===== config.mk =====
export PLATFORM = sky130hd
export DESIGN_NAME = sysctl_regfile
export DESIGN_NICKNAME = d
export VERILOG_FILES = /design/src/rtl/sysctl_pkg.sv /design/src/rtl/sysctl_mreg.sv /design/src/rtl/sysctl_ctrl.sv /design/src/rtl/sysctl_dp.sv /design/src/rtl/sysctl_regfile.sv
export SDC_FILE = /design/constraint.sdc
export NUM_CORES = 1
export LEC_CHECK = 0
export BUFFER_PORTS_ARGS = -buffer_cell sky130_fd_sc_hd__clkbuf_2
export CAP_MARGIN = 0
export CORE_ASPECT_RATIO = 0.8
export CORE_MARGIN = 10
export CORE_UTILIZATION = 30
export CTS_CLUSTER_SIZE = 30
export DETAILED_ROUTE_END_ITERATION = 10
export SLEW_MARGIN = 20
export SYNTH_ARGS = -nofsm -noshare
export SYNTH_HDL_FRONTEND = slang
export SYNTH_SLANG_ARGS = --single-unit

===== constraint.sdc =====
create_clock -name clk -period 2.17 [get_ports clk]
set_input_delay 0.3255 -clock clk [delete_from_list [all_inputs] [get_ports clk]]
set_output_delay 0.3255 -clock clk [all_outputs]
set_load 0.01 [all_outputs]

===== src/rtl/sysctl_pkg.sv =====
package sysctl_pkg;
  localparam int XLEN   = 32;
  localparam int NUM_WR = 13;
  localparam int IW     = $clog2(NUM_WR);
  localparam int SLOTS  = 2 ** IW;

  // storage slot numbers
  localparam int WI_INDEX  = 0;
  localparam int WI_LO0    = 1;
  localparam int WI_LO1    = 2;
  localparam int WI_CTX    = 3;
  localparam int WI_PGM    = 4;
  localparam int WI_WIRED  = 5;
  localparam int WI_COUNT  = 6;
  localparam int WI_HI     = 7;
  localparam int WI_CMP    = 8;
  localparam int WI_STATUS = 9;
  localparam int WI_CAUSE  = 10;
  localparam int WI_EPC    = 11;
  localparam int WI_ERREPC = 12;

  // architectural register numbers (software-visible)
  localparam logic [4:0] RN_INDEX  = 5'd0;
  localparam logic [4:0] RN_LO0    = 5'd2;
  localparam logic [4:0] RN_LO1    = 5'd3;
  localparam logic [4:0] RN_CTX    = 5'd4;
  localparam logic [4:0] RN_PGM    = 5'd5;
  localparam logic [4:0] RN_WIRED  = 5'd6;
  localparam logic [4:0] RN_BADV   = 5'd8;
  localparam logic [4:0] RN_COUNT  = 5'd9;
  localparam logic [4:0] RN_HI     = 5'd10;
  localparam logic [4:0] RN_CMP    = 5'd11;
  localparam logic [4:0] RN_STATUS = 5'd12;
  localparam logic [4:0] RN_CAUSE  = 5'd13;
  localparam logic [4:0] RN_EPC    = 5'd14;
  localparam logic [4:0] RN_PRID   = 5'd15;
  localparam logic [4:0] RN_CFG    = 5'd16;
  localparam logic [4:0] RN_Z0     = 5'd18;
  localparam logic [4:0] RN_Z1     = 5'd19;
  localparam logic [4:0] RN_ERREPC = 5'd30;

  localparam int ERL_BIT = 2;
  localparam int EXL_BIT = 1;
  localparam logic [XLEN-1:0] ERL_MASK  = XLEN'(1) << ERL_BIT;
  localparam logic [XLEN-1:0] EXL_MASK  = XLEN'(1) << EXL_BIT;
  localparam logic [XLEN-1:0] STATUS_WR = 32'h7D7C_FF17;
  localparam logic [XLEN-1:0] CAUSE_WR  = 32'h00C0_FF00;
  localparam logic [XLEN-1:0] CTX_WR    = 32'hFF80_0000;
  localparam logic [XLEN-1:0] LO_WR     = 32'h03FF_FFFF;
  localparam logic [XLEN-1:0] HI_WR     = ~32'h0000_1F00;
  localparam logic [XLEN-1:0] PGM_WR    = 32'h01FF_E000;
  localparam logic [XLEN-1:0] IDX_KEEP  = 32'h8000_0000;

  typedef enum logic [2:0] {
    SRC_ZERO, SRC_REG, SRC_PRID, SRC_CFG0, SRC_CFG1
  } rdSrc_e;

  typedef struct packed {
    logic [NUM_WR-1:0] wrHit;
    logic              pgmBad;
    logic              rdHit;
    rdSrc_e            rdSrc;
    logic [IW-1:0]     rdIdx;
    logic              doRet;
    logic              bad;
  } ctrlStrobe_t;

  function automatic logic [XLEN-1:0] wrMaskOf(int idx, int fieldBits);
    logic [XLEN-1:0] low;
    low = (XLEN'(1) << fieldBits) - XLEN'(1);
    case (idx)
      WI_INDEX, WI_WIRED: return low;
      WI_LO0, WI_LO1:     return LO_WR;
      WI_CTX:             return CTX_WR;
      WI_PGM:             return PGM_WR;
      WI_HI:              return HI_WR;
      WI_STATUS:          return STATUS_WR;
      WI_CAUSE:           return CAUSE_WR;
      default:            return '1;
    endcase
  endfunction

  function automatic logic [XLEN-1:0] keepMaskOf(int idx);
    case (idx)
      WI_INDEX:  return IDX_KEEP;
      WI_CTX:    return ~CTX_WR;
      WI_STATUS: return ~STATUS_WR;
      WI_CAUSE:  return ~CAUSE_WR;
      default:   return '0;
    endcase
  endfunction
endpackage


===== src/rtl/sysctl_mreg.sv =====
module sysctl_mreg
  import sysctl_pkg::*;
#(
  parameter logic [XLEN-1:0] WR_MASK   = '1,
  parameter logic [XLEN-1:0] KEEP_MASK = '0,
  parameter logic [XLEN-1:0] RST_VAL   = '0
) (
  input  logic            clk,
  input  logic            rstN,
  input  logic            wrEn,
  input  logic [XLEN-1:0] wrData,
  input  logic [XLEN-1:0] clrMask,
  output logic [XLEN-1:0] q
);
  logic [XLEN-1:0] merged;

  always_comb begin
    merged = wrEn ? ((q & KEEP_MASK) | (wrData & WR_MASK)) : q;
    merged = merged & ~clrMask;
  end

  always_ff @(posedge clk) begin
    if (!rstN) q <= RST_VAL;
    else       q <= merged;
  end
endmodule


===== src/rtl/sysctl_ctrl.sv =====
module sysctl_ctrl
  import sysctl_pkg::*;
(
  input  logic            clk,
  input  logic            rstN,
  input  logic            wrEn,
  input  logic            rdEn,
  input  logic [4:0]      regNum,
  input  logic [2:0]      regSel,
  input  logic [XLEN-1:0] wrData,
  input  logic            retCmd,
  input  logic            inDelaySlot,
  output ctrlStrobe_t     st
);
  logic          selZero;
  logic          wOk, wStore, rOk;
  logic [IW-1:0] wIdx, rIdx;
  rdSrc_e        rSrc;

  assign selZero = (regSel == 3'd0);

  always_comb begin
    wOk = 1'b0; wStore = 1'b0; wIdx = '0;
    rOk = 1'b0; rSrc = SRC_ZERO; rIdx = '0;
    case (regNum)
      RN_INDEX:  begin wOk = selZero; wStore = 1'b1; wIdx = IW'(WI_INDEX);
                       rOk = selZero; rSrc = SRC_REG; rIdx = IW'(WI_INDEX); end
      RN_LO0:    begin wOk = 1'b1; wStore = 1'b1; wIdx = IW'(WI_LO0);
                       rOk = 1'b1; rSrc = SRC_REG; rIdx = IW'(WI_LO0); end
      RN_LO1:    begin wOk = 1'b1; wStore = 1'b1; wIdx = IW'(WI_LO1);
                       rOk = 1'b1; rSrc = SRC_REG; rIdx = IW'(WI_LO1); end
      RN_CTX:    begin wOk = 1'b1; wStore = 1'b1; wIdx = IW'(WI_CTX);
                       rOk = selZero; rSrc = SRC_REG; rIdx = IW'(WI_CTX); end
      RN_PGM:    begin wOk = selZero; wStore = 1'b1; wIdx = IW'(WI_PGM);
                       rOk = selZero; rSrc = SRC_REG; rIdx = IW'(WI_PGM); end
      RN_WIRED:  begin wOk = selZero; wStore = 1'b1; wIdx = IW'(WI_WIRED);
                       rOk = selZero; rSrc = SRC_REG; rIdx = IW'(WI_WIRED); end
      RN_BADV:   begin rOk = selZero; rSrc = SRC_ZERO; end
      RN_COUNT:  begin wOk = selZero; wStore = 1'b1; wIdx = IW'(WI_COUNT);
                       rOk = selZero; rSrc = SRC_REG; rIdx = IW'(WI_COUNT); end
      RN_HI:     begin wOk = selZero; wStore = 1'b1; wIdx = IW'(WI_HI);
                       rOk = selZero; rSrc = SRC_REG; rIdx = IW'(WI_HI); end
      RN_CMP:    begin wOk = selZero; wStore = 1'b1; wIdx = IW'(WI_CMP);
                       rOk = selZero; rSrc = SRC_REG; rIdx = IW'(WI_CMP); end
      RN_STATUS: begin wOk = selZero; wStore = 1'b1; wIdx = IW'(WI_STATUS);
                       rOk = selZero; rSrc = SRC_REG; rIdx = IW'(WI_STATUS); end
      RN_CAUSE:  begin wOk = selZero; wStore = 1'b1; wIdx = IW'(WI_CAUSE);
                       rOk = selZero; rSrc = SRC_REG; rIdx = IW'(WI_CAUSE); end
      RN_EPC:    begin wOk = selZero; wStore = 1'b1; wIdx = IW'(WI_EPC);
                       rOk = selZero; rSrc = SRC_REG; rIdx = IW'(WI_EPC); end
      RN_ERREPC: begin wOk = selZero; wStore = 1'b1; wIdx = IW'(WI_ERREPC);
                       rOk = selZero; rSrc = SRC_REG; rIdx = IW'(WI_ERREPC); end
      RN_PRID:   begin rOk = 1'b1; rSrc = SRC_PRID; end
      RN_CFG:    begin wOk = 1'b1;
                       rOk = (regSel <= 3'd1);
                       rSrc = (regSel == 3'd1) ? SRC_CFG1 : SRC_CFG0; end
      RN_Z0, RN_Z1: begin wOk = 1'b1; rOk = 1'b1; rSrc = SRC_ZERO; end
      default: ;
    endcase
  end

  always_comb begin
    st = '0;
    for (int i = 0; i < NUM_WR; i++) begin
      st.wrHit[i] = wrEn && wOk && wStore && (int'(wIdx) == i)
                    && !((i == WI_PGM) && (wrData != '0));
    end
    st.pgmBad = wrEn && wOk && wStore && (int'(wIdx) == WI_PGM) && (wrData != '0);
    st.rdHit  = rdEn && rOk;
    st.rdSrc  = rSrc;
    st.rdIdx  = rIdx;
    st.doRet  = retCmd && !inDelaySlot;
    st.bad    = (wrEn && !wOk) || (rdEn && !rOk);
  end


  bad_write_no_store_chk: assert property (@(posedge clk) disable iff (!rstN)
    (wrEn && !rdEn && st.bad) |-> (st.wrHit == '0));


  pgm_nonzero_no_store_chk: assert property (@(posedge clk) disable iff (!rstN)
    st.pgmBad |-> !st.wrHit[WI_PGM]);
endmodule


===== src/rtl/sysctl_dp.sv =====
module sysctl_dp
  import sysctl_pkg::*;
#(
  parameter int              INDEX_BITS = 4,
  parameter logic [XLEN-1:0] PRID_VAL   = 32'h0001_8000,
  parameter logic [XLEN-1:0] CFG0_VAL   = 32'h8000_8082,
  parameter logic [XLEN-1:0] CFG1_VAL   = 32'h1E19_0C8A
) (
  input  logic            clk,
  input  logic            rstN,
  input  ctrlStrobe_t     st,
  input  logic [XLEN-1:0] wrData,
  input  logic            timerEvent,
  output logic [XLEN-1:0] rdData,
  output logic            rdValid,
  output logic [XLEN-1:0] nextPc,
  output logic            pcLoad,
  output logic            linkClr,
  output logic            timerIrq,
  output logic            badAccess,
  output logic            unsupFlag
);
  logic [XLEN-1:0] regQ [SLOTS];
  logic [XLEN-1:0] retClr;
  logic [XLEN-1:0] rdMux;
  logic            erlNow;

  assign erlNow = regQ[WI_STATUS][ERL_BIT];
  assign retClr = st.doRet ? (erlNow ? ERL_MASK : EXL_MASK) : '0;

  for (genvar g = 0; g < SLOTS; g++) begin : gSlot
    if (g < NUM_WR) begin : gReg
      sysctl_mreg #(
        .WR_MASK  (wrMaskOf(g, INDEX_BITS)),
        .KEEP_MASK(keepMaskOf(g)),
        .RST_VAL  ((g == WI_STATUS) ? ERL_MASK : '0)
      ) uReg (
        .clk    (clk),
        .rstN   (rstN),
        .wrEn   (st.wrHit[g]),
        .wrData (wrData),
        .clrMask((g == WI_STATUS) ? retClr : '0),
        .q      (regQ[g])
      );
    end else begin : gPad
      assign regQ[g] = '0;
    end
  end

  always_comb begin
    case (st.rdSrc)
      SRC_REG:  rdMux = regQ[st.rdIdx];
      SRC_PRID: rdMux = PRID_VAL;
      SRC_CFG0: rdMux = CFG0_VAL;
      SRC_CFG1: rdMux = CFG1_VAL;
      default:  rdMux = '0;
    endcase
  end

  always_ff @(posedge clk) begin
    if (!rstN) begin
      rdData    <= '0;
      rdValid   <= 1'b0;
      nextPc    <= '0;
      pcLoad    <= 1'b0;
      linkClr   <= 1'b0;
      timerIrq  <= 1'b0;
      badAccess <= 1'b0;
      unsupFlag <= 1'b0;
    end else begin
      rdValid   <= st.rdHit;
      rdData    <= st.rdHit ? rdMux : '0;
      badAccess <= st.bad;
      unsupFlag <= st.pgmBad;
      pcLoad    <= st.doRet;
      linkClr   <= st.doRet;
      if (st.doRet) nextPc <= erlNow ? regQ[WI_ERREPC] : regQ[WI_EPC];
      if (st.wrHit[WI_CMP])  timerIrq <= 1'b0;
      else if (timerEvent)   timerIrq <= 1'b1;
    end
  end


  cmp_write_clears_irq_chk: assert property (@(posedge clk) disable iff (!rstN)
    st.wrHit[WI_CMP] |=> !timerIrq);


  pgm_unchanged_on_flag_chk: assert property (@(posedge clk) disable iff (!rstN)
    unsupFlag |-> (regQ[WI_PGM] == $past(regQ[WI_PGM])));


  erl_cleared_on_return_chk: assert property (@(posedge clk) disable iff (!rstN)
    (pcLoad && $past(erlNow)) |-> !erlNow);


  exl_cleared_on_return_chk: assert property (@(posedge clk) disable iff (!rstN)
    (pcLoad && !$past(erlNow)) |-> !regQ[WI_STATUS][EXL_BIT]);
endmodule


===== src/rtl/sysctl_regfile.sv =====
module sysctl_regfile
  import sysctl_pkg::*;
#(
  parameter int              INDEX_BITS = 4,
  parameter logic [XLEN-1:0] PRID_VAL   = 32'h0001_8000,
  parameter logic [XLEN-1:0] CFG0_VAL   = 32'h8000_8082,
  parameter logic [XLEN-1:0] CFG1_VAL   = 32'h1E19_0C8A
) (
  input  logic        clk,
  input  logic        rstN,
  input  logic        wrEn,
  input  logic        rdEn,
  input  logic [4:0]  regNum,
  input  logic [2:0]  regSel,
  input  logic [31:0] wrData,
  output logic [31:0] rdData,
  output logic        rdValid,
  input  logic        retCmd,
  input  logic        inDelaySlot,
  output logic [31:0] nextPc,
  output logic        pcLoad,
  output logic        linkClr,
  input  logic        timerEvent,
  output logic        timerIrq,
  output logic        badAccess,
  output logic        unsupFlag
);
  ctrlStrobe_t st;

  sysctl_ctrl uCtrl (
    .clk(clk), .rstN(rstN), .wrEn(wrEn), .rdEn(rdEn), .regNum(regNum),
    .regSel(regSel), .wrData(wrData), .retCmd(retCmd),
    .inDelaySlot(inDelaySlot), .st(st)
  );

  sysctl_dp #(
    .INDEX_BITS(INDEX_BITS), .PRID_VAL(PRID_VAL),
    .CFG0_VAL(CFG0_VAL), .CFG1_VAL(CFG1_VAL)
  ) uDp (
    .clk(clk), .rstN(rstN), .st(st), .wrData(wrData), .timerEvent(timerEvent),
    .rdData(rdData), .rdValid(rdValid), .nextPc(nextPc), .pcLoad(pcLoad),
    .linkClr(linkClr), .timerIrq(timerIrq), .badAccess(badAccess),
    .unsupFlag(unsupFlag)
  );


  delay_slot_return_ignored_chk: assert property (@(posedge clk) disable iff (!rstN)
    (retCmd && inDelaySlot) |=> (!pcLoad && !linkClr));


  read_valid_follows_request_chk: assert property (@(posedge clk) disable iff (!rstN)
    rdValid |-> $past(rdEn));


  bad_read_no_valid_chk: assert property (@(posedge clk) disable iff (!rstN)
    (badAccess && !$past(wrEn)) |-> !rdValid);
endmodule


==> metrics, run 1 <==
crit path max-delay cell type=or3b_4; antenna viol nets, final=0; final setup fails=0; initial antenna violation count=0; commonest cells after routing, fill and taps aside=337 x dfxtp_1, 318 x nand2_1, 250 x o21ai_0, 215 x buf_4, 178 x nand3_1; crit path cell chain=clkbuf_2 > buf_4 > or3b_4 > a211oi_4 > buf_4 > buf_12 > buf_4 > a221o_1 > a31oi_1 > nor3_1; vias in the first global route=between 10000 and 15000; Final #Nets=2136; port buffer count=roughly 120; area of the mapped netlist=~0.015 sq mm; Layout area overhead=29.17%; clk sinks=roughly 340; final period utilization=97.44%; wire length on met3=4.890 mm; DR vias=15170; Seq pwr share=about 43%; wl on met1=around 28 mm; CP startpoint kind=primary input; Clock power frac=between 40% and 50%; post-placement worst setup slack=-442.8 ps; GRT Total Usage=20.62%; CTS Buf Count=37; LEAKAGE=roughly 7.8 nW; Via density=about 5.4; met2 WL=approximately 28 mm; hpwl dp=about 48 mm; Int Power=between 10 and 15 mW; Core Region=~0.050 sq mm; top achievable clock speed=roughly 470 MHz; Max Used Layer=met4; DRC violations left=0; post-CTS setup buffers=0; max cap viols=0; EDFF count, synth=0; P_sw=roughly 3.7 mW; Peak VDD IR=about 550 uV; CTS H-tree depth=2; Seq cells post-synth=between 300 and 400; share of the synthesized area in the top cell type=about 45%; Clock Path Buffers=3; Ports=117; clk slew on worst S/H paths=~60 ps; FP Rows=73; # fillers=just over 5000; post-synth top area cell=dfxtp_1; Layout Skew=16.28 ps; clk_lat worst skew=550 ps; CP max FO=21; Die Ht=approximately 220 um; max incr delay on CP=410 ps; Die W=270.9 um; post-synth cell types=78; Synth area leaders=dfxtp_1 45%, o21ai_0 8.3%, nand2_1 7.9%; Slew HR=50.02%; WL/cell=between 20 and 25 um; global route overflow=0; worst hold path class=primary input to flip-flop; First DRT Iteration DRCs=between 1500 and 2000; status=completed; syn_area_per_cell=between 8 and 9 sq um; CTS tree=done; 1st-pass router iterations=6; setup ws final=around 55 ps; Final GP Congestion=roughly 0.96; layout cells sized above 1=between 20% and 30%; Comb pwr share=approximately 12%; pins over their slew limit=0; Starting Density=a little under a third; cell repeated most along the worst path=buf_4; Synth async-reset ratio=0%; fin crit period=around 2100 ps; Switching Fraction=between 20% and 30%; Synthesis Warnings=0; root buffer cell=clkbuf_16; CP Capture Type=flip-flop; Routed Wire Length=~64 mm; critical path required time=~2600 ps; endpoints failing hold=0; die area=0.05980 sq mm; cells after synthesis=roughly 1800; largest net degree at the start of global routing=116; Worst Max-Slew Pin Slew=741.9 ps; Primary FF master, synth=dfxtp_1; CP arrival=2510 ps; RSZ-0062 raised after global routing=false; first-pass GRT wire length=about 94 mm; Setup CP Type=primary input to flip-flop; syn nets=1891; Cell Pwr Density=752.3 mW/mm^2; WHS=between 70 and 80 ps; most common cell after layout, fill and taps aside=dfxtp_1; Antenna diodes=0; part of the Yosys area used for sequential elements=around 45%
## final cells by class
type	instances	area [sq um]	share of cell area, %
Clock buffer	52	1104	5.654
Clock inverter	10	167.7	0.8590
Inverter	6	22.52	0.1154
Multi-Input combinational cell	1337	7657	39.23
Sequential cell	338	6768	34.67
Tap cell	675	844.6	4.327
Timing Repair Buffer	369	2955	15.14
## state kept, by name, indices dropped and copies added (netlist names)
register,cells
uDp.pcLoad,1
uDp.nextPc,32
uDp.badAccess,1
uDp.rdData,32
uDp.gSlot.gReg.uReg.q,269
uDp.rdValid,1
uDp.timerIrq,1
uDp.unsupFlag,1
## through the flow
stage,std cells,TNS (ps),utilization [%],power (mW),area [sq um]
after floorplan,1844,0,-,7.216,15110
after global placement,2724,-47550,36.63,8.112,18230
after detailed placement,2724,-54840,36.63,8.115,18230
after CTS,2787,0,39.20,14.78,19510
after global routing,2787,0,39.21,15.15,19520
final,2787,0,39.21,14.68,19520
## timing repair
action | CTS | global route
hold endpoints to repair | 1 | 0
endpoints found under the setup margin | 0 | 2
hold buffers | 1 | 0
gates resized for setup | 0 | 2
## power by group through the flow
stage	sequential, mW	combinational (mW)	clock [mW]
after floorplan	6.45	0.764	0
after global placement	6.45	1.66	0
after detailed placement	6.45	1.66	0
after CTS	6.31	1.67	6.80
after global routing	6.32	1.79	7.04
final	6.31	1.69	6.68
## worst paths after layout
path                            slack [ps]                          end                    startpoint  cells past startpoint
worst max register to register         390               uDp.rdData[19]  uDp.gSlot[8].gReg.uReg.q[19]                      6
worst min register to register         450  uDp.gSlot[2].gReg.uReg.q[8]   uDp.gSlot[2].gReg.uReg.q[8]                      2
worst max-delay path                    60               uDp.rdData[15]                     regNum[3]                     10
worst min-delay path                    70  uDp.gSlot[2].gReg.uReg.q[6]                     wrData[6]                      3
## Yosys cell counts (all sizes together) (6+ instances only)
library cell,count
o31ai,8
nand3,179
a21oi,96
o21ai,253
nor4,20
nand2b,14
a221oi,14
a31o,11
nor2b,19
a21o,9
mux2i,58
o211a,33
buf,61
o22ai,13
nand4,14
nor3,10
nor2,51
nand2,321
and3,15
a221o,10
a31oi,11
a211o,10
clkbuf,102
o211ai,6
a211oi,11
a21boi,77
dfxtp,338
## worst max-delay path: cells and delay by family
kind                   cells  cell delay, ps
buffers and inverters      5             820
and+or+nand+nor            2             800
AOI/OAI and AO/OA          3             530
## kinds of logic after synthesis
| logic type | Yosys count | synth area share [%] |
|---|---|---|
| flip-flops | 338 | 44.78 |
| AND/OR/NAND/NOR | 671 | 20.55 |
| multiplexers | 61 | 4.066 |
| buffers and inverters | 169 | 4.728 |
| AO/OA/AOI/OAI | 604 | 25.82 |
| XOR/XNOR | 1 | 0.05797 |
## layer usage
| layer | vias up | GRT usage [%] |
|---|---|---|
| li1 | 7099 | - |
| met1 | 7328 | 27.36 |
| met2 | 624 | 33.10 |
| met3 | 116 | 3.819 |
| met4 | 0 | 7.568 |
| met5 | - | 0 |
No activity file was read; power rests on OpenSTA's default activity.
==> run 2, diff against run 1 <==
--- a/config.mk
+++ b/config.mk
@@ -12,4 +12,6 @@
 export CORE_UTILIZATION = 30
+export CTS_CLUSTER_DIAMETER = 40
 export CTS_CLUSTER_SIZE = 30
 export DETAILED_ROUTE_END_ITERATION = 10
+export PLACE_DENSITY = 0.57
 export SLEW_MARGIN = 20
--- a/constraint.sdc
+++ b/constraint.sdc
@@ -3,2 +3,2 @@
 set_output_delay 0.3255 -clock clk [all_outputs]
-set_load 0.01 [all_outputs]
+set_load 0.02 [all_outputs]
==> run 2 against run 1 <==
Final area is 0.83% higher. Clock power rose by 5.7%. Core utilization is 0.33 points higher. Worst hold slack worse by 16 ps. First-iteration DRC count shrank 5.2%. Non-clock buffer count up 19. Count of clock-buffer cells in the layout decreased by 6. Power increased by 2.9%. Via count up 0.86%. Fmax fell by 2.4%. Sequential share of layout area decreased by 0.29 points. Sequential power about the same. Highest routed layer is now met5.
==> metrics, run 2 (synthesized netlist as in run 1, its figures left out) <==
FP Rows=73; Cell Pwr Density=between 700 and 800 mW/mm^2; vias in the first global route=approximately 15000; antenna viol nets, final=0; Clock Path Buffers=3; R2R cell count=6; Ports=about 120; design area=0.01968 sq mm; WL/cell=between 20 and 25 um; Layout area overhead=30.25%; Die W=270.9 um; initial antenna violation count=1; DRC violations left=0; Core Util, Final=39.54%; CP Capture Type=flip-flop; WHS=54.51 ps; 1st-pass router iterations=6; fin crit period=around 2200 ps; Layout Skew=13.07 ps; Final GP Congestion=0.9594; clk slew on worst S/H paths=~70 ps; slack of the worst reg-to-reg path=approximately 380 ps; CP startpoint kind=primary input; layout cells sized above 1=23.13%; critical path required time=roughly 2600 ps; final period utilization=approximately 100%; largest register by flop count=uDp.gSlot.gReg.uReg.q; reg-to-reg critical path endpoint=uDp.rdData[19]; DR vias=about 15000; Slew HR=between 50% and 60%; GRT Total Usage=20.59%; Post-Layout Cell Count=2819; root buffer cell=clkbuf_16; First DRT Iteration DRCs=between 1000 and 1500; clk sinks=338; global route overflow=0; max cap viols=0; Largest regs=uDp.gSlot.gReg.uReg.q x269, uDp.nextPc x32, uDp.rdData x32; # fillers=5100; largest net degree at the start of global routing=between 90 and 100; setup_tns=0 ps; CP max FO=11; commonest cells after routing, fill and taps aside=337 x dfxtp_1, 318 x nand2_1, 250 x o21ai_0, 241 x buf_4, 178 x nand3_1; hpwl dp=~48 mm; R2R Path Start=uDp.gSlot[8].gReg.uReg.q[19]; DP Area=roughly 0.018 sq mm; die area=0.05980 sq mm; Routed Wire Length=63.58 mm; placed cells=approximately 2700; Core Region=0.04978 sq mm; endpoints failing hold=0; Starting Density=30.36%; crit path cell chain=clkbuf_2 > or3b_1 > a32o_1 > nand2b_1 > buf_4 > o22ai_1 > o211ai_1 > a211oi_1; crit path buf inv count=2; Setup CP Type=primary input to flip-flop; Peak VDD IR=around 650 uV; first-pass GRT wire length=94.56 mm; most common cell after layout, fill and taps aside=dfxtp_1; RSZ-0062 raised after global routing=false; port buffer count=between 100 and 150; CTS tree=done; CP arrival=2590 ps; Worst Max-Slew Pin Slew=approximately 630 ps; cell family with most CP delay=compound AO/OA/AOI/OAI gates; worst hold path class=primary input to flip-flop; CTS Buf Count=42; Antenna diodes=0; status=completed; LEAKAGE=between 7 and 8 nW; CTS H-tree depth=2; pins over their slew limit=0; Die Ht=220.7 um; Worst path depth=8; number of flip-flops in the largest register=around 270; clk_lat worst skew=about 560 ps; max incr delay on CP=just over 400 ps; Final #Nets=~2200; final setup fails=0; launch point of the worst path=regNum[3]; top achievable clock speed=461.4 MHz; Via density=approximately 5.4; crit path to=uDp.rdData[24]; crit path max-delay cell type=or3b_1
-- run 2: through the flow --
stage	power [mW]	setup slack (ps)
after CTS	15.20	76.34
after global placement	8.160	-511.5
after floorplan	7.247	88.75
after detailed placement	8.164	-503.5
final	15.11	2.450
after global routing	15.61	7.824
-- run 2: timing repair --
item                                   in CTS  in global routing
endpoints found under the hold margin       1                  0
setup endpoints to repair                   0                  1
hold buffers                                1                  0
setup buffers                               0                  0
resized for setup                           0                  1
-- run 2: worst min-delay path by stage --
stage / start / end / slack, ps / depth (start not counted)
after floorplan: uDp.gSlot[9].gReg.uReg.q[1] / uDp.gSlot[9].gReg.uReg.q[1] / 430 / 2
after global placement: uDp.gSlot[2].gReg.uReg.q[5] / uDp.gSlot[2].gReg.uReg.q[5] / 440 / 2
after detailed placement: uDp.gSlot[2].gReg.uReg.q[11] / uDp.gSlot[2].gReg.uReg.q[11] / 440 / 2
after CTS: wrData[21] / uDp.gSlot[2].gReg.uReg.q[21] / 40 / 3
after global routing: wrData[21] / uDp.gSlot[2].gReg.uReg.q[21] / 60 / 3
final: wrData[21] / uDp.gSlot[2].gReg.uReg.q[21] / 50 / 3
-- run 2: metal layers --
layer | GRT usage, % | vias to the layer above | share of wire [%]
met1 | 27.12 | 7449 | 44
met2 | 33.62 | 546 | 46
li1 | - | 7188 | -
met4 | 7.029 | 2 | 3.1
met3 | 3.744 | 113 | 6.9
met5 | 0 | - | 0.020
-- run 2: cell type report --
cell class | count | area [sq um] | share of cell area (%)
repair buffers | 388 | 3010 | 15.30
clock buffers | 46 | 1066 | 5.416
flip-flops and latches | 338 | 6768 | 34.39
well taps | 675 | 844.6 | 4.291
inverters | 6 | 22.52 | 0.1144
multi-input cells | 1337 | 7652 | 38.88
clock inverters | 29 | 317.8 | 1.615
-- run 2: worst reg2reg max path: stages, from the launching register on --
cell and delay [ps]:
dfxtp_1 400, nor2b_1 70, o21ai_0 130, o21ai_0 120, a221oi_2 350, o31ai_1 150
a221oi_1 430
-- run 2: power breakdown --
part / total (mW) / switching, mW / internal [mW] / leakage (nW)
Sequential: 6.31 / 0.0426 / 6.27 / 2.73
Clock: 7.06 / 3.04 / 4.02 / 0.661
Combinational: 1.75 / 1.08 / 0.669 / 4.55
